`src/rtl/dmaseq_pkg.sv`:
```
package dmaseq_pkg;
  typedef enum logic [1:0] {
    XM_DEMAND  = 2'b00,
    XM_SINGLE  = 2'b01,
    XM_BLOCK   = 2'b10,
    XM_CASCADE = 2'b11
  } xfer_mode_e;

  localparam int unsigned MODE_WORD_BIT = 0;
  localparam int unsigned MODE_XM_LSB   = 6;

  function automatic xfer_mode_e mode_decode(input logic [7:0] mode);
    return xfer_mode_e'(mode[MODE_XM_LSB +: 2]);
  endfunction
endpackage

```
`src/rtl/dmaseq_count.sv`:
```
module dmaseq_count #(
  parameter int unsigned CNT_W = 16
) (
  input  logic             clk_i,
  input  logic             rst_ni,
  input  logic             load_i,
  input  logic [CNT_W-1:0] load_val_i,
  input  logic             dec_i,
  output logic [CNT_W-1:0] cnt_o,
  output logic             uflow_o
);
  logic [CNT_W-1:0] cnt_q;

  always_ff @(posedge clk_i or negedge rst_ni) begin
    if (!rst_ni)     cnt_q <= '0;
    else if (load_i) cnt_q <= load_val_i;
    else if (dec_i)  cnt_q <= cnt_q - CNT_W'(1);
  end

  // underflow happens on the step taken at zero
  assign uflow_o = (cnt_q == '0);
  assign cnt_o   = cnt_q;
endmodule

```
`src/rtl/dmaseq_addr.sv`:
```
module dmaseq_addr #(
  parameter int unsigned ADDR_W = 32,
  parameter int unsigned WRAP_W = 24
) (
  input  logic              clk_i,
  input  logic              rst_ni,
  input  logic              load_i,
  input  logic [ADDR_W-1:0] load_val_i,
  input  logic              adv_i,
  input  logic              word_i,
  input  logic              wrap_i,
  output logic [ADDR_W-1:0] addr_o
);
  logic [ADDR_W-1:0] addr_q, addr_full, addr_next;
  logic [ADDR_W-1:0] step_amt;

  assign step_amt  = word_i ? ADDR_W'(2) : ADDR_W'(1);
  assign addr_full = addr_q + step_amt;

  generate
    if (WRAP_W < ADDR_W) begin : g_wrap
      logic [WRAP_W-1:0] low_next;
      assign low_next  = addr_q[WRAP_W-1:0] + step_amt[WRAP_W-1:0];
      assign addr_next = wrap_i ? {addr_q[ADDR_W-1:WRAP_W], low_next} : addr_full;
    end else begin : g_nowrap
      assign addr_next = addr_full;
    end
  endgenerate

  always_ff @(posedge clk_i or negedge rst_ni) begin
    if (!rst_ni)     addr_q <= '0;
    else if (load_i) addr_q <= load_val_i;
    else if (adv_i)  addr_q <= addr_next;
  end

  assign addr_o = addr_q;
endmodule

```
`src/rtl/dmaseq_tmp.sv`:
```
module dmaseq_tmp #(
  parameter int unsigned DATA_W = 16
) (
  input  logic              clk_i,
  input  logic              rst_ni,
  input  logic              cap_i,
  input  logic              word_i,
  input  logic [DATA_W-1:0] data_i,
  output logic [DATA_W-1:0] tmp_o
);
  localparam int unsigned HALF = DATA_W / 2;

  logic [DATA_W-1:0] tmp_q;

  always_ff @(posedge clk_i or negedge rst_ni) begin
    if (!rst_ni)     tmp_q <= '0;
    else if (cap_i)  tmp_q <= word_i ? data_i : {data_i[HALF-1:0], tmp_q[DATA_W-1:HALF]};
  end

  assign tmp_o = tmp_q;
endmodule

```
`src/rtl/dmaseq_term.sv`:
```
module dmaseq_term
  import dmaseq_pkg::*;
(
  input  xfer_mode_e xm_i,
  input  logic       uflow_i,
  input  logic       end_req_i,
  input  logic       dreq_i,
  output logic       end_o,
  output logic       tc_o,
  output logic       ack_o,
  output logic       clr_o
);
  logic single;

  assign single = (xm_i == XM_SINGLE);

  always_comb begin
    end_o = 1'b0;
    tc_o  = 1'b0;
    ack_o = 1'b0;
    if (uflow_i) begin
      end_o = 1'b1;
      tc_o  = 1'b1;
      ack_o = 1'b1;
    end else if (!single && end_req_i) begin
      end_o = 1'b1;
      ack_o = 1'b1;
    end else if (xm_i == XM_DEMAND && !dreq_i) begin
      end_o = 1'b1;
    end
  end

  assign clr_o = single;
endmodule

```
`src/rtl/dmaseq_chan.sv`:
```
module dmaseq_chan
  import dmaseq_pkg::*;
#(
  parameter int unsigned CNT_W  = 16,
  parameter int unsigned ADDR_W = 32,
  parameter int unsigned WRAP_W = 24,
  parameter int unsigned DATA_W = 16
) (
  input  logic              clk_i,
  input  logic              rst_ni,
  input  logic              cnt_load_i,
  input  logic [CNT_W-1:0]  cnt_val_i,
  input  logic              addr_load_i,
  input  logic [ADDR_W-1:0] addr_val_i,
  input  logic [7:0]        mode_i,
  input  logic              wrap_i,
  input  logic              step_i,
  input  logic [DATA_W-1:0] data_i,
  input  logic              dreq_i,
  input  logic              end_req_i,
  output logic [CNT_W-1:0]  cnt_o,
  output logic [ADDR_W-1:0] addr_o,
  output logic [DATA_W-1:0] tmp_o,
  output logic              active_o,
  output logic              tc_o,
  output logic              done_o,
  output logic              ack_o,
  output logic              clr_req_o,
  output logic              clr_sreq_o
);
  logic       active_q, tc_q, done_q, ack_q, clr_q;
  logic       adv, uflow, word;
  logic       t_end, t_tc, t_ack, t_clr;
  xfer_mode_e xm;

  assign xm   = mode_decode(mode_i);
  assign word = mode_i[MODE_WORD_BIT];
  // loads win over a coincident step
  assign adv  = step_i & active_q & ~cnt_load_i & ~addr_load_i;

  dmaseq_count #(.CNT_W(CNT_W)) i_count (
    .clk_i      (clk_i),
    .rst_ni     (rst_ni),
    .load_i     (cnt_load_i),
    .load_val_i (cnt_val_i),
    .dec_i      (adv),
    .cnt_o      (cnt_o),
    .uflow_o    (uflow)
  );

  dmaseq_addr #(.ADDR_W(ADDR_W), .WRAP_W(WRAP_W)) i_addr (
    .clk_i      (clk_i),
    .rst_ni     (rst_ni),
    .load_i     (addr_load_i),
    .load_val_i (addr_val_i),
    .adv_i      (adv),
    .word_i     (word),
    .wrap_i     (wrap_i),
    .addr_o     (addr_o)
  );

  dmaseq_tmp #(.DATA_W(DATA_W)) i_tmp (
    .clk_i  (clk_i),
    .rst_ni (rst_ni),
    .cap_i  (adv),
    .word_i (word),
    .data_i (data_i),
    .tmp_o  (tmp_o)
  );

  dmaseq_term i_term (
    .xm_i      (xm),
    .uflow_i   (uflow),
    .end_req_i (end_req_i),
    .dreq_i    (dreq_i),
    .end_o     (t_end),
    .tc_o      (t_tc),
    .ack_o     (t_ack),
    .clr_o     (t_clr)
  );

  always_ff @(posedge clk_i or negedge rst_ni) begin
    if (!rst_ni) begin
      active_q <= 1'b0;
      tc_q     <= 1'b0;
      done_q   <= 1'b0;
      ack_q    <= 1'b0;
      clr_q    <= 1'b0;
    end else begin
      done_q <= adv & t_end;
      ack_q  <= adv & t_ack;
      clr_q  <= adv & t_clr;
      if (cnt_load_i) begin
        active_q <= 1'b1;
        tc_q     <= 1'b0;
      end else if (adv) begin
        if (t_end) active_q <= 1'b0;
        if (t_tc)  tc_q     <= 1'b1;
      end
    end
  end

  assign active_o   = active_q;
  assign tc_o       = tc_q;
  assign done_o     = done_q;
  assign ack_o      = ack_q;
  assign clr_req_o  = clr_q;
  assign clr_sreq_o = clr_q;
endmodule

```
`config.mk`:
```
export PLATFORM = sky130hd
export DESIGN_NAME = dmaseq_chan
export DESIGN_NICKNAME = d
export VERILOG_FILES = /design/src/rtl/dmaseq_pkg.sv /design/src/rtl/dmaseq_count.sv /design/src/rtl/dmaseq_addr.sv /design/src/rtl/dmaseq_tmp.sv /design/src/rtl/dmaseq_term.sv /design/src/rtl/dmaseq_chan.sv
export SDC_FILE = /design/constraint.sdc
export NUM_CORES = 1
export LEC_CHECK = 0
export ABC_AREA = 0
export BUFFER_PORTS_ARGS = -buffer_cell sky130_fd_sc_hd__buf_2
export CAP_MARGIN = 5
export CORE_MARGIN = 4
export CORE_UTILIZATION = 45
export DETAILED_ROUTE_END_ITERATION = 6
export PLACE_DENSITY_LB_ADDON = 0.05
export SKIP_CTS_REPAIR_TIMING = 1
export SYNTH_ARGS = -nofsm -noshare
export SYNTH_HDL_FRONTEND = slang
export SYNTH_SLANG_ARGS = --single-unit
```
`constraint.sdc`:
```
create_clock -name clk_i -period 3.3 [get_ports clk_i]
set_clock_uncertainty 0.2 [all_clocks]
set_input_delay 0.495 -clock clk_i [delete_from_list [all_inputs] [get_ports clk_i]]
set_output_delay 0.495 -clock clk_i [all_outputs]
set_load 0.02 [all_outputs]
```
==> results of run 1 <==
## flip-flops by register name, indices dropped and copies added (netlist names)
name	count
i_tmp.tmp_o	16
clr_req_o	1
tc_o	1
done_o	1
active_o	1
ack_o	1
i_count.cnt_o	16
i_addr.addr_o	32
## worst register-to-register path: stages, from the launching register on
cell and delay [ns]:
dfrtp_1 0.38, ha_1 0.19, fa_1 0.22, and2_1 0.24
nand4_1 0.41, or4_1 0.60, a31oi_1 0.18
## metrics by stage
step	hold slack, ns	worst slack (ns)	utilization, %	total power [mW]	std cells
final	0.158	0.787	58.7	2.30	662
after floorplan	-0.000591	0.120	-	1.36	414
after global placement	0.257	0.585	56.1	1.58	645
after global routing	0.147	0.612	58.7	2.43	662
after detailed placement	0.268	0.495	56.1	1.59	645
after CTS	-0.0703	0.786	58.6	2.32	661
## placed cells by master (no fill, tap or decap), types with 7 or more instances in the layout
cell | Yosys | final
dfrtp_1 | 69 | 69
nand2_1 | 62 | 62
clkbuf_8 | 0 | 12
o31ai_1 | 13 | 13
buf_4 | 1 | 8
a31oi_1 | 16 | 16
buf_2 | 3 | 144
nand3_1 | 23 | 23
nor2_1 | 22 | 22
nor3_1 | 7 | 7
nand4_1 | 7 | 7
o211ai_1 | 8 | 8
mux2i_1 | 18 | 18
o311ai_0 | 7 | 7
inv_1 | 7 | 7
o21ai_0 | 36 | 36
nor4_1 | 8 | 8
or4_1 | 16 | 16
## where the power goes
group	internal [mW]	switching, mW	leakage (nW)
Combinational	0.203	0.324	1.30
Clock	0.407	0.314	0.112
Sequential	0.942	0.105	0.831
## cell families after synthesis
group / synth area share, %
buf+inv: 3.91
mux: 4.69
compound gates: 16.5
fa+ha+maj: 1.83
xor+xnor: 2.74
flops: 45.0
simple gates: 25.3
## metal layers
| metal | up-vias | global-route usage (%) |
|---|---|---|
| li1 | 1825 | - |
| met1 | 1739 | 31.4 |
| met2 | 150 | 31.1 |
| met3 | 5 | 5.77 |
| met4 | 0 | 5.60 |
| met5 | - | 0 |
## worst paths after layout
path	to	slack, ns	cells after the start
min in group asynchronous	i_addr.addr_o[19]$_DFFE_PN0P_	0.46	2
worst max-delay path	i_addr.addr_o[16]$_DFFE_PN0P_	0.79	6
worst min register to register	i_tmp.tmp_o[0]$_DFFE_PN0P_	0.28	2
worst min-delay path	i_addr.addr_o[9]$_DFFE_PN0P_	0.16	3
worst max register to register	i_addr.addr_o[16]$_DFFE_PN0P_	0.79	6
max in group asynchronous	i_count.cnt_o[1]$_DFFE_PN0P_	1.70	3
## final cells by class
type / instances / share of cell area [%]
Sequential cell: 69 / 35.6
Tap cell: 105 / 2.71
Inverter: 8 / 0.619
Clock buffer: 12 / 3.40
Clock inverter: 4 / 0.929
Timing Repair Buffer: 153 / 16.3
Multi-Input combinational cell: 311 / 40.4
==> results_dict.tcl, run 1 <==
set metrics [dict create \
    status "finished clean" \
    yosys-top-cells-count "dfrtp_1, nand2_1, o21ai_0, nand3_1, nor2_1" \
    highest_layer "met4" \
    final_nets 637 \
    gp_congestion 0.814 \
    maxSlewHeadroom_pct 48.6 \
    ant_nets 0 \
    ys_ff_latch 69 \
    drive_above_1_share_pct 32.0 \
    seqCellArea_um2 1730 \
    grt_pass1_vias 3454 \
    r2r_start "i_addr.addr_o[0]$_DFFE_PN0P_" \
    port_buffers 144 \
    drv_cap 0 \
    h-tree-depth 3 \
    setup_violations 0 \
    critPathLaunch "i_addr.addr_o[0]$_DFFE_PN0P_" \
    fin_crit_ns 2.51 \
    post_dp_cell_area_um2 4630 \
    antenna_found_initial 0 \
    hp-class "input pin to flop" \
    crit_arrival_ns 2.57 \
    timing.final.hold_violations 0 \
    met2_length_mm 4.66 \
    grt_first_pass_wirelength_mm 17.2 \
    cp_cell_sequence "ha_1, fa_1, and2_1, nand4_1, or4_1, a31oi_1" \
    grt_start_max_net_pins 33 \
    tns_ns 0 \
    num_vias 3719 \
    critPathMaxStageDelay_ns 0.60 \
    dp_hpwl_mm 7.70 \
    worstMarginPinSlew_ns 0.764 \
    clockBufferDepth 2 \
    grt_overflow 0 \
    path_class "flop to flop" \
    ys_types 50 \
    synth_ff_type "dfrtp_1" \
    synth_nets 499 \
    grt.total_usage_pct 21.4 \
    fp.dieW_um 100 \
    clk_pin_slew_ns 0.07 \
    synthTopCellsByArea "dfrtp_1, nand2_1, mux2i_1, o21ai_0, or4_1" \
    dr.pass1.iters 4 \
    pwr_density_cell_nw_per_um2 473 \
    crit_slowest_cell "or4_1" \
    core-area_um2 8260 \
    area_growth_pct 26.4 \
    start_util_pct 46.5 \
    crit_family "simple AND/OR/NAND/NOR gates" \
    wl_per_cell_um 15.7 \
    yosysMostFrequentCell "dfrtp_1" \
    rsz0062_at_grt "false" \
    fmaxAchievable_ghz 0.398 \
    die_y_um 100 \
    start_kind "flop" \
    async_flop_share_pct 100 \
    syn_area_per_cell_um2 9.27 \
    cts_tree "done" \
    drt-total-wl_mm 10.4 \
    synth_top_area_share_pct 45.0 \
    design_area_um2 4850 \
    slew_violations 0 \
    critPathBufInv 0 \
    num_rows 33 \
    drtIter0Drc 164 \
    wl_met1_mm 4.78 \
    worstPathRequired_ns 3.36 \
    clock_latency_ns 0.34 \
    hp-start "addr_val_i[9]" \
    syn_area_um2 3840 \
    cp-end-kind "flop" \
    yosysSeqAreaShare_pct 45.0 \
    yosys.area.top_type "dfrtp_1" \
    cts-root-buf "clkbuf_8" \
    vias_per_cell 5.62 \
    post-route-period-util_pct 76.1 \
    p_leak_nw 2.24 \
    netlist_instances 414 \
    cts_buffers 9 \
    cp_max_fo 12 \
    wl_met3_um 892 \
    multi_input_area_um2 1960 \
    ir_worst_vdd_mv 0.198 \
    drc 0 \
    synth_edf_count 0 \
    clock-sinks 69 \
    die_area_um2 10100 \
    yosysWarnings 0 \
    io_pins 150 \
    n_fill_cell 791 \
    antenna_cells 0 \
]
Power figures use the tool's default switching activity.
==> run 2, diff against run 1 <==
Settings changed: CORE_UTILIZATION 45 to 44.
Clock period 3.3 ns to 2.1 ns, I/O delays scaled along.
==> results_dict.tcl, run 2 (synthesized netlist as in run 1, its figures left out) <==
set metrics [dict create \
    seqPwrFrac_pct 42.5 \
    post-route-worst-setup-slack_ns -0.0831 \
    cp-end-kind "flop" \
    clk_pin_slew_ns 0.08 \
    grt_pass1_vias 3856 \
    num_vias 3994 \
    port_buffers 144 \
    final_common_cell "buf_2" \
    dp_hpwl_mm 8.25 \
    area_growth_pct 42.1 \
    antenna_cells 0 \
    die_y_um 101 \
    io_pins 150 \
    pwr_density_cell_nw_per_um2 705 \
    grt_start_max_net_pins 70 \
    drc 0 \
    num_rows 33 \
    clock-sinks 69 \
    crit_arrival_ns 2.27 \
    start_util_pct 46.0 \
    cts_tree "done" \
    drt-total-wl_mm 11.5 \
    worstPathRequired_ns 2.18 \
    clock_latency_ns 0.34 \
    ir_worst_vdd_mv 0.354 \
    fp.dieW_um 101 \
    maxSlewHeadroom_pct 73.0 \
    gp_congestion 0.831 \
    swShare_pct 32.5 \
    grt_first_pass_wirelength_mm 18.5 \
    slew_violations 0 \
    path_class "flop to flop" \
    p_int_mw 2.60 \
    cts-root-buf "clkbuf_8" \
    wl_per_cell_um 16.1 \
    critPathMaxStageDelay_ns 0.57 \
    utilization_pct 65.4 \
    timing.final.hold_violations 4 \
    clockBufferDepth 2 \
    drv_cap 0 \
    hp-class "input pin to flop" \
    clkPwrFrac_pct 32.1 \
    fin_crit_ns 2.18 \
    cp_cell_sequence "nand4_1, buf_4, or4_4, nor4_1, o31a_1" \
    worstMarginPinSlew_ns 0.401 \
    antenna_found_initial 0 \
    status "finished, violations left" \
    p_total_mw 3.85 \
    dr.pass1.iters 4 \
    crit_slowest_cell "or4_4" \
    h-tree-depth 3 \
    grt.total_usage_pct 22.4 \
    design_area_um2 5460 \
    layout_common_cells "buf_2, nand2_1, dfrtp_1" \
    pwr-share-comb_pct 25.5 \
    die_area_um2 10300 \
    post_dp_cell_area_um2 4990 \
    crit_family "simple AND/OR/NAND/NOR gates" \
    critPathBufInv 1 \
    drive_above_1_share_pct 43.6 \
    whs_ns -0.0162 \
    cts_buffers 9 \
    violations "hold timing, setup timing" \
    start_kind "flop" \
    cp_max_fo 4 \
    vias_per_cell 5.59 \
    grt_overflow 0 \
    setup_violations 5 \
    ant_nets 0 \
    post-route-period-util_pct 104 \
    p_leak_nw 2.50 \
    fmaxAchievable_ghz 0.458 \
    power.switching_mw 1.25 \
    rsz0062_at_grt "true" \
    final_nets 690 \
    core-area_um2 8340 \
    largest_reg_flops 32 \
    drtIter0Drc 141 \
]
[run 2: cell types whose count changed in the layout (fill, tap and decap cells not counted), moves of 4 or more]
cell / before / now
or4_1: 16 / 11
buf_4: 8 / 51
o31ai_2: 0 / 4
dlygate4sd3_1: 1 / 6
dfrtp_1: 69 / 52
dfrtp_2: 0 / 17
o31ai_1: 13 / 9
or4_4: 1 / 7
[run 2: final timing paths]
path	start	end	slack [ns]	cells past startpoint
worst max-delay path	i_addr.addr_o[10]$_DFFE_PN0P_	i_addr.addr_o[26]$_DFFE_PN0P_	-0.08	5
worst min-delay path	cnt_val_i[6]	i_count.cnt_o[6]$_DFFE_PN0P_	-0.02	3
worst max register to register	i_addr.addr_o[10]$_DFFE_PN0P_	i_addr.addr_o[26]$_DFFE_PN0P_	-0.08	5
worst min register to register	i_tmp.tmp_o[7]$_DFFE_PN0P_	i_tmp.tmp_o[7]$_DFFE_PN0P_	0.29	2
max in group asynchronous	rst_ni	i_addr.addr_o[21]$_DFFE_PN0P_	1.05	3
min in group asynchronous	rst_ni	i_addr.addr_o[10]$_DFFE_PN0P_	0.31	3
[run 2: area by class of cell]
type | count | area (um2)
Clock buffer | 10 | 138
Clock inverter | 6 | 86.3
Fill cell | 738 | 2880
Inverter | 8 | 32.5
Multi-Input combinational cell | 312 | 2090
Sequential cell | 69 | 1750
Tap cell | 105 | 131
Timing Repair Buffer | 205 | 1230
[run 2: metrics by stage]
stage               instances  hold slack [ns]  setup WS, ns  setup TNS [ns]
floorplan                 414           -0.181        -0.189           -1.46
global placement          683            0.175        -0.128          -0.708
detailed placement        683            0.174        -0.191           -1.42
CTS                       699           -0.200        -0.118          -0.372
global route              715         0.000758        -0.131          -0.996
finish                    715          -0.0162       -0.0831          -0.336
[run 2: power groups by stage]
stage | clock network, mW | logic [mW] | registers, mW
after floorplan | 0 | 0.318 | 1.84
after global placement | 0 | 0.933 | 1.65
after detailed placement | 0 | 0.951 | 1.65
after CTS | 1.26 | 0.954 | 1.63
after global routing | 1.31 | 1.08 | 1.66
final | 1.23 | 0.980 | 1.63
[run 2: routing by layer]
metal | global-route usage (%) | up-vias | share of wire, %
li1 | - | 1943 | -
met5 | 0 | - | 0
met1 | 31.0 | 1892 | 44
met2 | 35.6 | 146 | 47
met4 | 6.44 | 0 | 1.1
met3 | 4.89 | 13 | 7.4
[run 2: tightest hold or removal path, stage by stage]
cell and delay (ns):
buf_2 0.08, nand2_1 0.04, o21ai_0 0.06
